## config.mk

```make
export PLATFORM = sky130hd
export DESIGN_NAME = loop_replay_buf
export DESIGN_NICKNAME = d
export VERILOG_FILES = /design/src/rtl/lrb_pkg.sv /design/src/rtl/lrb_hint_check.sv /design/src/rtl/lrb_entry_store.sv /design/src/rtl/loop_replay_buf.sv
export SDC_FILE = /design/constraint.sdc
export NUM_CORES = 1
export LEC_CHECK = 0
export BUFFER_PORTS_ARGS = -buffer_cell sky130_fd_sc_hd__buf_2
export CAP_MARGIN = 20
export CORE_UTILIZATION = 63
export DETAILED_ROUTE_END_ITERATION = 8
export GPL_ROUTABILITY_DRIVEN = 0
export PLACE_DENSITY = 0.87
export RECOVER_POWER = 25
export SKIP_CTS_REPAIR_TIMING = 1
export SYNTH_ARGS = -nofsm -noshare
export SYNTH_HDL_FRONTEND = slang
export SYNTH_HIERARCHICAL = 1
export SYNTH_SLANG_ARGS = --single-unit
```

## constraint.sdc

```tcl
create_clock -name clk -period 7 [get_ports clk]
set_clock_uncertainty 0.15 [all_clocks]
set_input_delay 0 -clock clk [delete_from_list [all_inputs] [get_ports clk]]
set_output_delay 0 -clock clk [all_outputs]
set_load 0.01 [all_outputs]
```

## src/rtl/lrb_pkg.sv

```systemverilog
package lrb_pkg;
    typedef enum logic [1:0] {
        ST_PASS,
        ST_ARMED,
        ST_FILL,
        ST_REPLAY
    } lrb_state_e;
endpackage

```

## src/rtl/lrb_hint_check.sv

```systemverilog
module lrb_hint_check #(
    parameter int BAW   = 28,
    parameter int DEPTH = 4,
    parameter int CW    = 3
) (
    input  logic [BAW-1:0] tgt_blk,
    input  logic [BAW-1:0] br_blk,
    output logic           fits,
    output logic [CW-1:0]  span
);
    logic [BAW-1:0] diff;

    always_comb begin
        diff = br_blk - tgt_blk;
        fits = (br_blk >= tgt_blk) && (diff < BAW'(DEPTH));
        span = CW'(diff) + CW'(1);
    end
endmodule

```

## src/rtl/lrb_entry_store.sv

```systemverilog
module lrb_entry_store #(
    parameter int DEPTH = 4,
    parameter int BW    = 128,
    parameter int IW    = 2
) (
    input  logic             clk,
    input  logic             rst_n,
    input  logic             clr,
    input  logic             wr_en,
    input  logic [IW-1:0]    wr_idx,
    input  logic [BW-1:0]    wr_data,
    input  logic [IW-1:0]    rd_idx_a,
    input  logic [IW-1:0]    rd_idx_b,
    output logic [BW-1:0]    rd_a,
    output logic [BW-1:0]    rd_b,
    output logic [DEPTH-1:0] held
);
    logic [BW-1:0] slot [DEPTH];

    for (genvar g = 0; g < DEPTH; g++) begin : g_slot
        always_ff @(posedge clk or negedge rst_n) begin
            if (!rst_n) begin
                held[g] <= 1'b0;
                slot[g] <= '0;
            end else if (clr) begin
                held[g] <= 1'b0;
            end else if (wr_en && (wr_idx == IW'(g))) begin
                held[g] <= 1'b1;
                slot[g] <= wr_data;
            end
        end
    end

    assign rd_a = slot[rd_idx_a];
    assign rd_b = slot[rd_idx_b];
endmodule

```

## src/rtl/loop_replay_buf.sv

```systemverilog
module loop_replay_buf
    import lrb_pkg::*;
#(
    parameter int AW    = 32,
    parameter int BW    = 128,
    parameter int DEPTH = 4
) (
    input  logic            clk,
    input  logic            rst_n,
    input  logic            fi_valid,
    input  logic [AW-1:0]   fi_addr,
    input  logic [BW-1:0]   fi_data,
    output logic            fi_ready,
    input  logic            hint_valid,
    input  logic [AW-1:0]   hint_tgt,
    input  logic [AW-1:0]   hint_br,
    input  logic            flush_valid,
    input  logic [AW-1:0]   flush_addr,
    output logic            do_valid,
    output logic [AW-1:0]   do_addr,
    output logic [2*BW-1:0] do_data,
    output logic            do_hi_valid,
    input  logic            do_ready
);
    localparam int LSB = $clog2(BW / 8);
    localparam int BAW = AW - LSB;
    localparam int IW  = (DEPTH > 1) ? $clog2(DEPTH) : 1;
    localparam int CW  = $clog2(DEPTH + 1);

    lrb_state_e     st, st_nxt;
    logic [BAW-1:0] tgt_q, tgt_nxt;
    logic [CW-1:0]  cnt_q, cnt_nxt;
    logic [IW-1:0]  idx_q, idx_nxt;
    logic [IW-1:0]  rp_q, rp_nxt;

    logic [BAW-1:0] fi_blk, fl_blk, fl_off;
    logic           fl_in, accept, rp_last;
    logic           hint_fits;
    logic [CW-1:0]  hint_span;
    logic           st_clr, st_wr;
    logic [IW-1:0]  st_wr_idx, rd_b_idx;
    logic [BW-1:0]  rd_a, rd_b;
    logic [DEPTH-1:0] held;
    logic           unused_lo;

    assign unused_lo = ^{fi_addr[LSB-1:0], flush_addr[LSB-1:0],
                         hint_tgt[LSB-1:0], hint_br[LSB-1:0]};

    assign fi_blk  = fi_addr[AW-1:LSB];
    assign fl_blk  = flush_addr[AW-1:LSB];
    assign fl_off  = fl_blk - tgt_q;
    assign fl_in   = (fl_blk >= tgt_q) && (fl_off < BAW'(cnt_q));
    assign accept  = fi_valid && fi_ready;
    assign rp_last = (CW'(rp_q) == cnt_q - CW'(1));
    assign rd_b_idx = rp_last ? rp_q : rp_q + IW'(1);

    lrb_hint_check #(.BAW(BAW), .DEPTH(DEPTH), .CW(CW)) u_hint (
        .tgt_blk (hint_tgt[AW-1:LSB]),
        .br_blk  (hint_br[AW-1:LSB]),
        .fits    (hint_fits),
        .span    (hint_span)
    );

    lrb_entry_store #(.DEPTH(DEPTH), .BW(BW), .IW(IW)) u_store (
        .clk      (clk),
        .rst_n    (rst_n),
        .clr      (st_clr),
        .wr_en    (st_wr),
        .wr_idx   (st_wr_idx),
        .wr_data  (fi_data),
        .rd_idx_a (rp_q),
        .rd_idx_b (rd_b_idx),
        .rd_a     (rd_a),
        .rd_b     (rd_b),
        .held     (held)
    );

    // state register
    always_ff @(posedge clk or negedge rst_n) begin
        if (!rst_n) begin
            st    <= ST_PASS;
            tgt_q <= '0;
            cnt_q <= '0;
            idx_q <= '0;
            rp_q  <= '0;
        end else begin
            st    <= st_nxt;
            tgt_q <= tgt_nxt;
            cnt_q <= cnt_nxt;
            idx_q <= idx_nxt;
            rp_q  <= rp_nxt;
        end
    end

    // next state and store control
    always_comb begin
        st_nxt    = st;
        tgt_nxt   = tgt_q;
        cnt_nxt   = cnt_q;
        idx_nxt   = idx_q;
        rp_nxt    = rp_q;
        st_clr    = 1'b0;
        st_wr     = 1'b0;
        st_wr_idx = idx_q;
        if (flush_valid) begin
            if (st == ST_REPLAY && fl_in) begin
                rp_nxt = IW'(fl_off);
            end else begin
                st_nxt = ST_PASS;
                st_clr = 1'b1;
            end
        end else begin
            unique case (st)
                ST_PASS: begin
                    if (hint_valid && hint_fits) begin
                        st_nxt  = ST_ARMED;
                        tgt_nxt = hint_tgt[AW-1:LSB];
                        cnt_nxt = hint_span;
                        st_clr  = 1'b1;
                    end
                end
                ST_ARMED: begin
                    if (accept && fi_blk == tgt_q) begin
                        st_wr     = 1'b1;
                        st_wr_idx = '0;
                        idx_nxt   = IW'(1);
                        rp_nxt    = '0;
                        st_nxt    = (cnt_q == CW'(1)) ? ST_REPLAY : ST_FILL;
                    end
                end
                ST_FILL: begin
                    if (accept) begin
                        if (fi_blk == tgt_q + BAW'(idx_q)) begin
                            st_wr   = 1'b1;
                            idx_nxt = idx_q + IW'(1);
                            if (CW'(idx_q) == cnt_q - CW'(1)) begin
                                st_nxt = ST_REPLAY;
                                rp_nxt = '0;
                            end
                        end else begin
                            st_nxt = ST_ARMED;
                            st_clr = 1'b1;
                        end
                    end
                end
                ST_REPLAY: begin
                    if (do_ready) begin
                        if (rp_last || (CW'(rp_q) + CW'(2) == cnt_q))
                            rp_nxt = '0;
                        else
                            rp_nxt = rp_q + IW'(2);
                    end
                end
                default: st_nxt = ST_PASS;
            endcase
        end
    end

    // outputs
    always_comb begin
        unique case (st)
            ST_REPLAY: begin
                fi_ready    = 1'b0;
                do_valid    = 1'b1;
                do_addr     = {tgt_q + BAW'(rp_q), {LSB{1'b0}}};
                do_hi_valid = !rp_last;
                do_data     = {rp_last ? {BW{1'b0}} : rd_b, rd_a};
            end
            default: begin
                fi_ready    = do_ready;
                do_valid    = fi_valid;
                do_addr     = {fi_blk, {LSB{1'b0}}};
                do_hi_valid = 1'b0;
                do_data     = {{BW{1'b0}}, fi_data};
            end
        endcase
    end

    // a forwarding cycle never carries a second block
    assert_pass_single_R2: assert property (@(posedge clk) disable iff (!rst_n)
        fi_ready |-> !do_hi_valid);

    // a paired output comes only from the store, with the cache port idle
    assert_pair_from_store_R5: assert property (@(posedge clk) disable iff (!rst_n)
        do_hi_valid |-> (do_valid && !fi_ready));

    // replay only with the whole body held
    assert_store_full_R4: assert property (@(posedge clk) disable iff (!rst_n)
        (st == ST_REPLAY) |-> ($countones(held) == int'(cnt_q)));

    // stall keeps the output steady
    assert_stall_hold_R7: assert property (@(posedge clk) disable iff (!rst_n)
        (st == ST_REPLAY && !do_ready && !flush_valid) |=>
        (st == ST_REPLAY && $stable(do_addr) && $stable(do_data)));
endmodule

```

==> results of run 1 <==
cells in the final DEF, fill, tap and decap left out, drive strengths merged, types with 19 or more instances in the layout:
master,count
inv,89
o21ai,41
clkbuf,84
nor3,33
and2,134
nor4,23
a21oi,80
dfrtp,549
ha,69
dlygate4sd3,162
xor2,35
xnor2,61
mux2,674
nor2,100
nand4,44
mux2i,19
a21o,23
nand3,44
nand2,83
mux4,256
buf,559
worst reg2reg max path, stage by stage, from the launching register on:
cell and delay (ns):
dfrtp_1 0.68, inv_1 0.18, ha_1 0.47, nand2_1 0.14, o21a_1 0.23, o221ai_1 0.41, o221ai_1 0.21, o31a_1 0.15
a2111oi_2 0.28, nand4_1 0.21, nor4b_4 0.48, a21oi_1 0.26, and4bb_4 0.73, buf_4 0.51, mux2_4 0.37
sequential cells by signal, summed over array words and instances (netlist names):
register and count:
u_store/slot 512, cnt_q 3, rp_q 2, st 2, idx_q 2, tgt_q 28
metrics by stage:
step	power (uW)	cell area, um^2
2_1_floorplan	3620	36200
3_3_place_gp	3930	39100
3_5_place_dp	3950	39100
4_1_cts	7220	41100
5_1_grt	7530	42700
6_report	7350	42700
worst min-delay path by stage:
| stage | from | endpoint | slack (ns) |
|---|---|---|---|
| 5_1_grt | fi_data[125] | u_store/slot[125] | 0.04 |
| 6_report | hint_br[6] | cnt_q[2] | 0.04 |
| 4_1_cts | rst_n | u_store/slot[191] | -0.61 |
| 3_3_place_gp | rst_n | u_store/slot[63] | 0.02 |
| 2_1_floorplan | rst_n | cnt_q[0] | -0.45 |
| 3_5_place_dp | rst_n | u_store/slot[191] | 0.05 |
routing by layer:
| metal | routed length [um] | vias up |
|---|---|---|
| met5 | 54 | - |
| met4 | 10700 | 8 |
| met3 | 14100 | 800 |
| met2 | 57600 | 2530 |
| met1 | 42100 | 14500 |
| li1 | - | 11600 |
power by group:
part           leakage (uW)  internal, uW  switching (uW)
Combinational        0.0112           328             508
Sequential          0.00767          3170            5.50
Clock              0.000994          1920            1420
final cells by class:
| cell class | instances | share of cell area [%] |
|---|---|---|
| timing repair buffer | 724 | 10.9 |
| multi-input combinational | 1941 | 49.2 |
| sequential | 549 | 32.2 |
| clock inverter | 24 | 0.741 |
| clock buffer | 81 | 4.00 |
| inverter | 86 | 0.755 |
| tap | 756 | 2.21 |
| antenna | 14 | 0.0820 |
==> metrics.md, run 1 <==
| Metric | Value |
|---|---|
| RSZ-0062 raised after global routing | `no` |
| TNS Setup | `0 ns` |
| Crit path from | `hint_tgt[4]` |
| Pre-CTS WS | `1.47 ns` |
| CP Capture Type | `register` |
| Drt pass-1 iters | `7` |
| Routed Antenna Nets | `0` |
| Post-Synthesis Cells | `2775` |
| M1 GR Usage | `46.1%` |
| Slowest cell on the critical path | `buf_4` |
| DRC violations left | `0` |
| Relative slew slack | `-138%` |
| Clk Latency, worst-skew pair | `0.62 ns` |
| Final Slew Violations | `369` |
| Clk pin slew, worst setup/hold paths | `0.06 ns` |
| Chip height | `242 um` |
| Kind of critical path | `input pin to register` |
| Max Fclk | `175 MHz` |
| Drt wl/cell | `29.8 um` |
| Area Overhead vs Synth | `18.0%` |
| Clock sink total | `549` |
| Crit path top cell by count | `nand3_1` |
| I/O Pins | `553` |
| CP cell instances | `dlygate4sd3_1 -> buf_2 -> ha_1 -> fa_1 -> nor2b_1 -> o31a_1 -> o21ai_1 -> o41ai_1 -> mux2i_1 -> nand3_1 -> nor4_1 -> nand4_1 -> nor4b_2 -> nand3_1 -> nand2b_1 -> a31oi_1 -> a21oi_1 -> nand4b_1 -> buf_4 -> mux2_2` |
| Global-route wire length before repair | `169000 um` |
| Max Cap Violations | `3` |
| FP Rows | `87` |
| Met2 Usage GRT | `58.7%` |
| Mapped Area | `36200 um^2` |
| Clk root buf | `clkbuf_16` |
| Req. time, crit path | `7.34 ns` |
| Dpl cells | `3893` |
| Max incr delay on CP | `0.74 ns` |
| Clock Tree Buf Depth | `3` |
| Total CTS buffers | `57` |
| Tcrit/Tclk final | `81.5%` |
| Leak | `0.0199 uW` |
| Crit start category | `input pin` |
| Vias in the first global route | `28400` |
| Initial Util | `64.0%` |
| Power density over the cells | `172 nW/um^2` |
| Synth Warn # | `6` |
| CP Depth | `20` |
| Area of the multi-input gates | `21000 um^2` |
| Die area | `58500 um^2` |
| Global route hottest layer | `met2` |
| Final setup violation count | `0` |
| Buffers & Inverters on Critical Path | `3` |
| Crit path DAT | `6.04 ns` |
| Reg2Reg Capture Point | `u_store/slot[355]` |
| Final Hold Vio Count | `0` |
| Starting DRT DRC Count | `3529` |
| Initial antenna violation count | `14` |
| Share of cells above drive strength 1 | `46.0%` |
| Largest net degree at the start of global routing | `186` |
| Tmin final | `5.70 ns` |
| Utilization after layout | `75.5%` |
| Max H-tree Level | `2` |
| Reg2Reg Depth | `14` |
| Total routed wirelength | `125000 um` |
| Total track usage | `37.0%` |
| R2R Path Start | `tgt_q[7]` |
| Critical path's top delay family | `simple AND/OR/NAND/NOR gates` |
| Final net count | `3694` |
| GR Util met3 | `9.39%` |
| Final-layout fill cell count | `3177` |
| HPWL Detailed | `68800 um` |
| Die X | `242 um` |
| Max FO, Critical Path | `49` |
| Final Non-Filler Cells | `4175` |
| Outcome | `finished with violations` |
| GR Overflow Total | `0` |
| PortBufs | `532` |
| R2R Setup Slk | `1.44 ns` |
| Failing checks | `capacitance limit, slew limit` |
| Storage cell area | `13700 um^2` |
| Final setup margin | `1.30 ns` |
| Worst hold path class | `input pin to register` |
| CP Capture Point | `u_store/slot[10]` |
| Vias per inst | `7.06` |
| Actual slew at the worst max-slew pin | `3.57 ns` |
| Max IR drop VDD | `0.235 mV` |
| Via Count | `29500` |
| CTS tree | `yes` |
| Worst hold slack | `0.0373 ns` |
| Hold Path Depth | `5` |
| Core area | `56600 um^2` |
| Mapped Avg Cell Area | `13.1 um^2` |
No activity file was read; power rests on OpenSTA's default activity.
==> run 2: changes to the inputs <==
--- a/config.mk
+++ b/config.mk
@@ -7,10 +7,10 @@
 export LEC_CHECK = 0
 export BUFFER_PORTS_ARGS = -buffer_cell sky130_fd_sc_hd__buf_2
 export CAP_MARGIN = 20
-export CORE_UTILIZATION = 63
+export CORE_UTILIZATION = 53
 export DETAILED_ROUTE_END_ITERATION = 8
 export GPL_ROUTABILITY_DRIVEN = 0
-export PLACE_DENSITY = 0.87
+export PLACE_DENSITY = 0.78
 export RECOVER_POWER = 25
 export SKIP_CTS_REPAIR_TIMING = 1
 export SYNTH_ARGS = -nofsm -noshare
==> constraint.sdc (replaced) <==
create_clock -name clk -period 5 [get_ports clk]
set_clock_uncertainty 0.15 [all_clocks]
set_input_delay 0 -clock clk [delete_from_list [all_inputs] [get_ports clk]]
set_output_delay 0 -clock clk [all_outputs]
set_load 0.01 [all_outputs]
==> run 2 against run 1 <==
Compared with the run above: the flow still finishes with violations (capacitance limit, slew limit); cell area increased by 2.0%; die area increased by 19%; sequential cell count unchanged; worst hold slack got worse by 0.012 ns; worst setup slack got worse by 1.1 ns; clock power increased by 37%; total power increased by 38%; clock-buffer cell count increased by 3; via count decreased by 6.7%; first-iteration DRC count decreased by 17%; largest cell class unchanged; largest power group unchanged.
==> metrics.md, run 2 (same netlist as run 1, synthesis figures left out) <==
| Metric | Value |
|---|---|
| CTS tree | `yes` |
| Initial Util | `53.8%` |
| Max Cap Violations | `5` |
| Leak | `0.0203 uW` |
| GR Overflow Total | `0` |
| WL met1 | `42800 um` |
| Hold Path Depth | `3` |
| Clk pin slew, worst setup/hold paths | `0.07 ns` |
| I/O Pins | `553` |
| Vias in the first global route | `26900` |
| Relative slew slack | `-98.4%` |
| Max FO, Critical Path | `24` |
| Area Overhead vs Synth | `20.3%` |
| Final-layout fill cell count | `4776` |
| Critical path's top delay family | `simple AND/OR/NAND/NOR gates` |
| Area of the multi-input gates | `21000 um^2` |
| Largest net degree at the start of global routing | `135` |
| Flip-flop count of the largest register after layout | `512` |
| Final Hold Vio Count | `0` |
| Drt pass-1 iters | `6` |
| Via Count | `27500` |
| Total track usage | `29.7%` |
| Worst hold path class | `input pin to register` |
| R2R Path Start | `tgt_q[1]` |
| Tmin final | `4.82 ns` |
| HPWL Detailed | `70800 um` |
| Utilization after layout | `64.7%` |
| Chip height | `263 um` |
| Clock Tree Buf Depth | `3` |
| Commonest non-fill, non-tap cells in the layout | `547 x dfrtp_1, 531 x buf_2, 414 x mux2_2, 256 x mux4_2, 200 x mux2_4` |
| Metal3 WL | `8520 um` |
| PortBufs | `532` |
| Max incr delay on CP | `0.53 ns` |
| Global-route wire length before repair | `161000 um` |
| Design area | `43600 um^2` |
| Largest registers | `u_store/slot (512), tgt_q (28), cnt_q (3)` |
| Share of cells above drive strength 1 | `46.7%` |
| TNS Setup | `0 ns` |
| Final Slew Violations | `392` |
| Reg2Reg Capture Point | `u_store/slot[445]` |
| Power density over the cells | `234 nW/um^2` |
| Area post-placement | `39900 um^2` |
| Total routed wirelength | `108000 um` |
| DRC violations left | `0` |
| Max Fclk | `208 MHz` |
| Core area | `67400 um^2` |
| Clock sink total | `549` |
| Actual slew at the worst max-slew pin | `2.98 ns` |
| Outcome | `finished with violations` |
| CP Capture Type | `register` |
| WL met2 | `52400 um` |
| Die area | `69400 um^2` |
| Reg2Reg Depth | `16` |
| Clk root buf | `clkbuf_16` |
| Largest reg by FF count | `u_store/slot` |
| Slowest cell on the critical path | `a211oi_2` |
| R2R Setup Slk | `0.18 ns` |
| Final net count | `3758` |
| Routed Antenna Nets | `0` |
| Die X | `263 um` |
| Worst hold slack | `0.0251 ns` |
| Initial antenna violation count | `2` |
| FP Rows | `95` |
| Vias per inst | `6.32` |
| Tcrit/Tclk final | `96.3%` |
| Max IR drop VDD | `0.329 mV` |
| Crit path DAT | `5.18 ns` |
| Top Layer Used | `met4` |
| Total CTS buffers | `59` |
| Hold EP | `tgt_q[27]` |
| Failing checks | `capacitance limit, slew limit` |
| Worst hold start | `hint_tgt[31]` |
| Storage cell area | `13700 um^2` |
| Leading cell type in the layout, fill and taps excluded | `dfrtp_1` |
| Max H-tree Level | `2` |
| Final setup violation count | `0` |
| Kind of critical path | `register to register` |
| Drt wl/cell | `24.9 um` |
| CP cell instances | `inv_1 -> ha_1 -> nor2b_1 -> o2111ai_1 -> a211oi_2 -> o21ai_1 -> a21oi_1 -> mux2i_1 -> nor4_1 -> nor4b_4 -> a21oi_1 -> buf_4 -> nor4b_4 -> buf_12 -> buf_12 -> mux2_2` |
| Req. time, crit path | `5.36 ns` |
| Crit start category | `register` |
| Starting DRT DRC Count | `2936` |
| Buffers & Inverters on Critical Path | `4` |
| Clk Latency, worst-skew pair | `0.62 ns` |
[run 2: changes by cell type in the layout (fill, tap and decap cells not counted), moves of 2 or more]
cell and change:
clkbuf_8 -7, clkbuf_1 +11, diode_2 -10, clkbuf_2 +2
buf_6 +2, buf_4 +36, buf_12 +21, clkinv_16 +2
[run 2: how the worst max path moves through the flow]
stage                       startpoint           endpoint  cells past startpoint  slack [ns]
after CTS                     tgt_q[0]  u_store/slot[443]                     17        0.10
after detailed placement   hint_tgt[4]   u_store/slot[77]                     18        0.11
after global placement     hint_tgt[4]   u_store/slot[65]                     18        0.15
after global routing      hint_tgt[17]   u_store/slot[75]                     21       -0.06
final                         tgt_q[1]  u_store/slot[445]                     16        0.18
after floorplan               tgt_q[7]  u_store/slot[384]                     17        0.76
[run 2: worst reg2reg max path, delay by kind of cell (launching register included)]
family | cells | cell delay (ns)
and+or+nand+nor | 4 | 1.32
AOI/OAI and AO/OA | 5 | 1.31
buffers and inverters | 4 | 0.69
muxes | 2 | 0.50
DFF | 1 | 0.44
adders and majority gates | 1 | 0.30
[run 2: layout make-up]
type / count / share of cell area [%]
Tap cell: 873 / 2.51
Timing Repair Buffer: 786 / 12.3
Clock buffer: 84 / 3.83
Sequential cell: 549 / 31.5
Antenna cell: 4 / 0.0230
Multi-Input combinational cell: 1941 / 48.3
Clock inverter: 26 / 0.858
Inverter: 86 / 0.740
[run 2: per-stage QoR]
step,cells,total power [uW],setup WS (ns)
2_1_floorplan,2778,5070,0.759
3_3_place_gp,4071,5560,0.152
3_5_place_dp,4071,5560,0.108
4_1_cts,4181,10100,0.102
5_1_grt,4348,10500,-0.0604
6_report,4349,10200,0.183
[run 2: power by group]
group | leakage (uW) | total (uW) | switching (uW) | internal, uW
Clock | 0.000992 | 4580 | 1920 | 2660
Combinational | 0.0116 | 1160 | 695 | 467
Sequential | 0.00767 | 4440 | 0.608 | 4440
[run 2: metal layers]
metal  up-vias  GRT usage [%]
met1     14000           39.2
met3       297           6.65
met2      1427           47.1
li1      11800              -
met5         -              0
met4         0           13.0
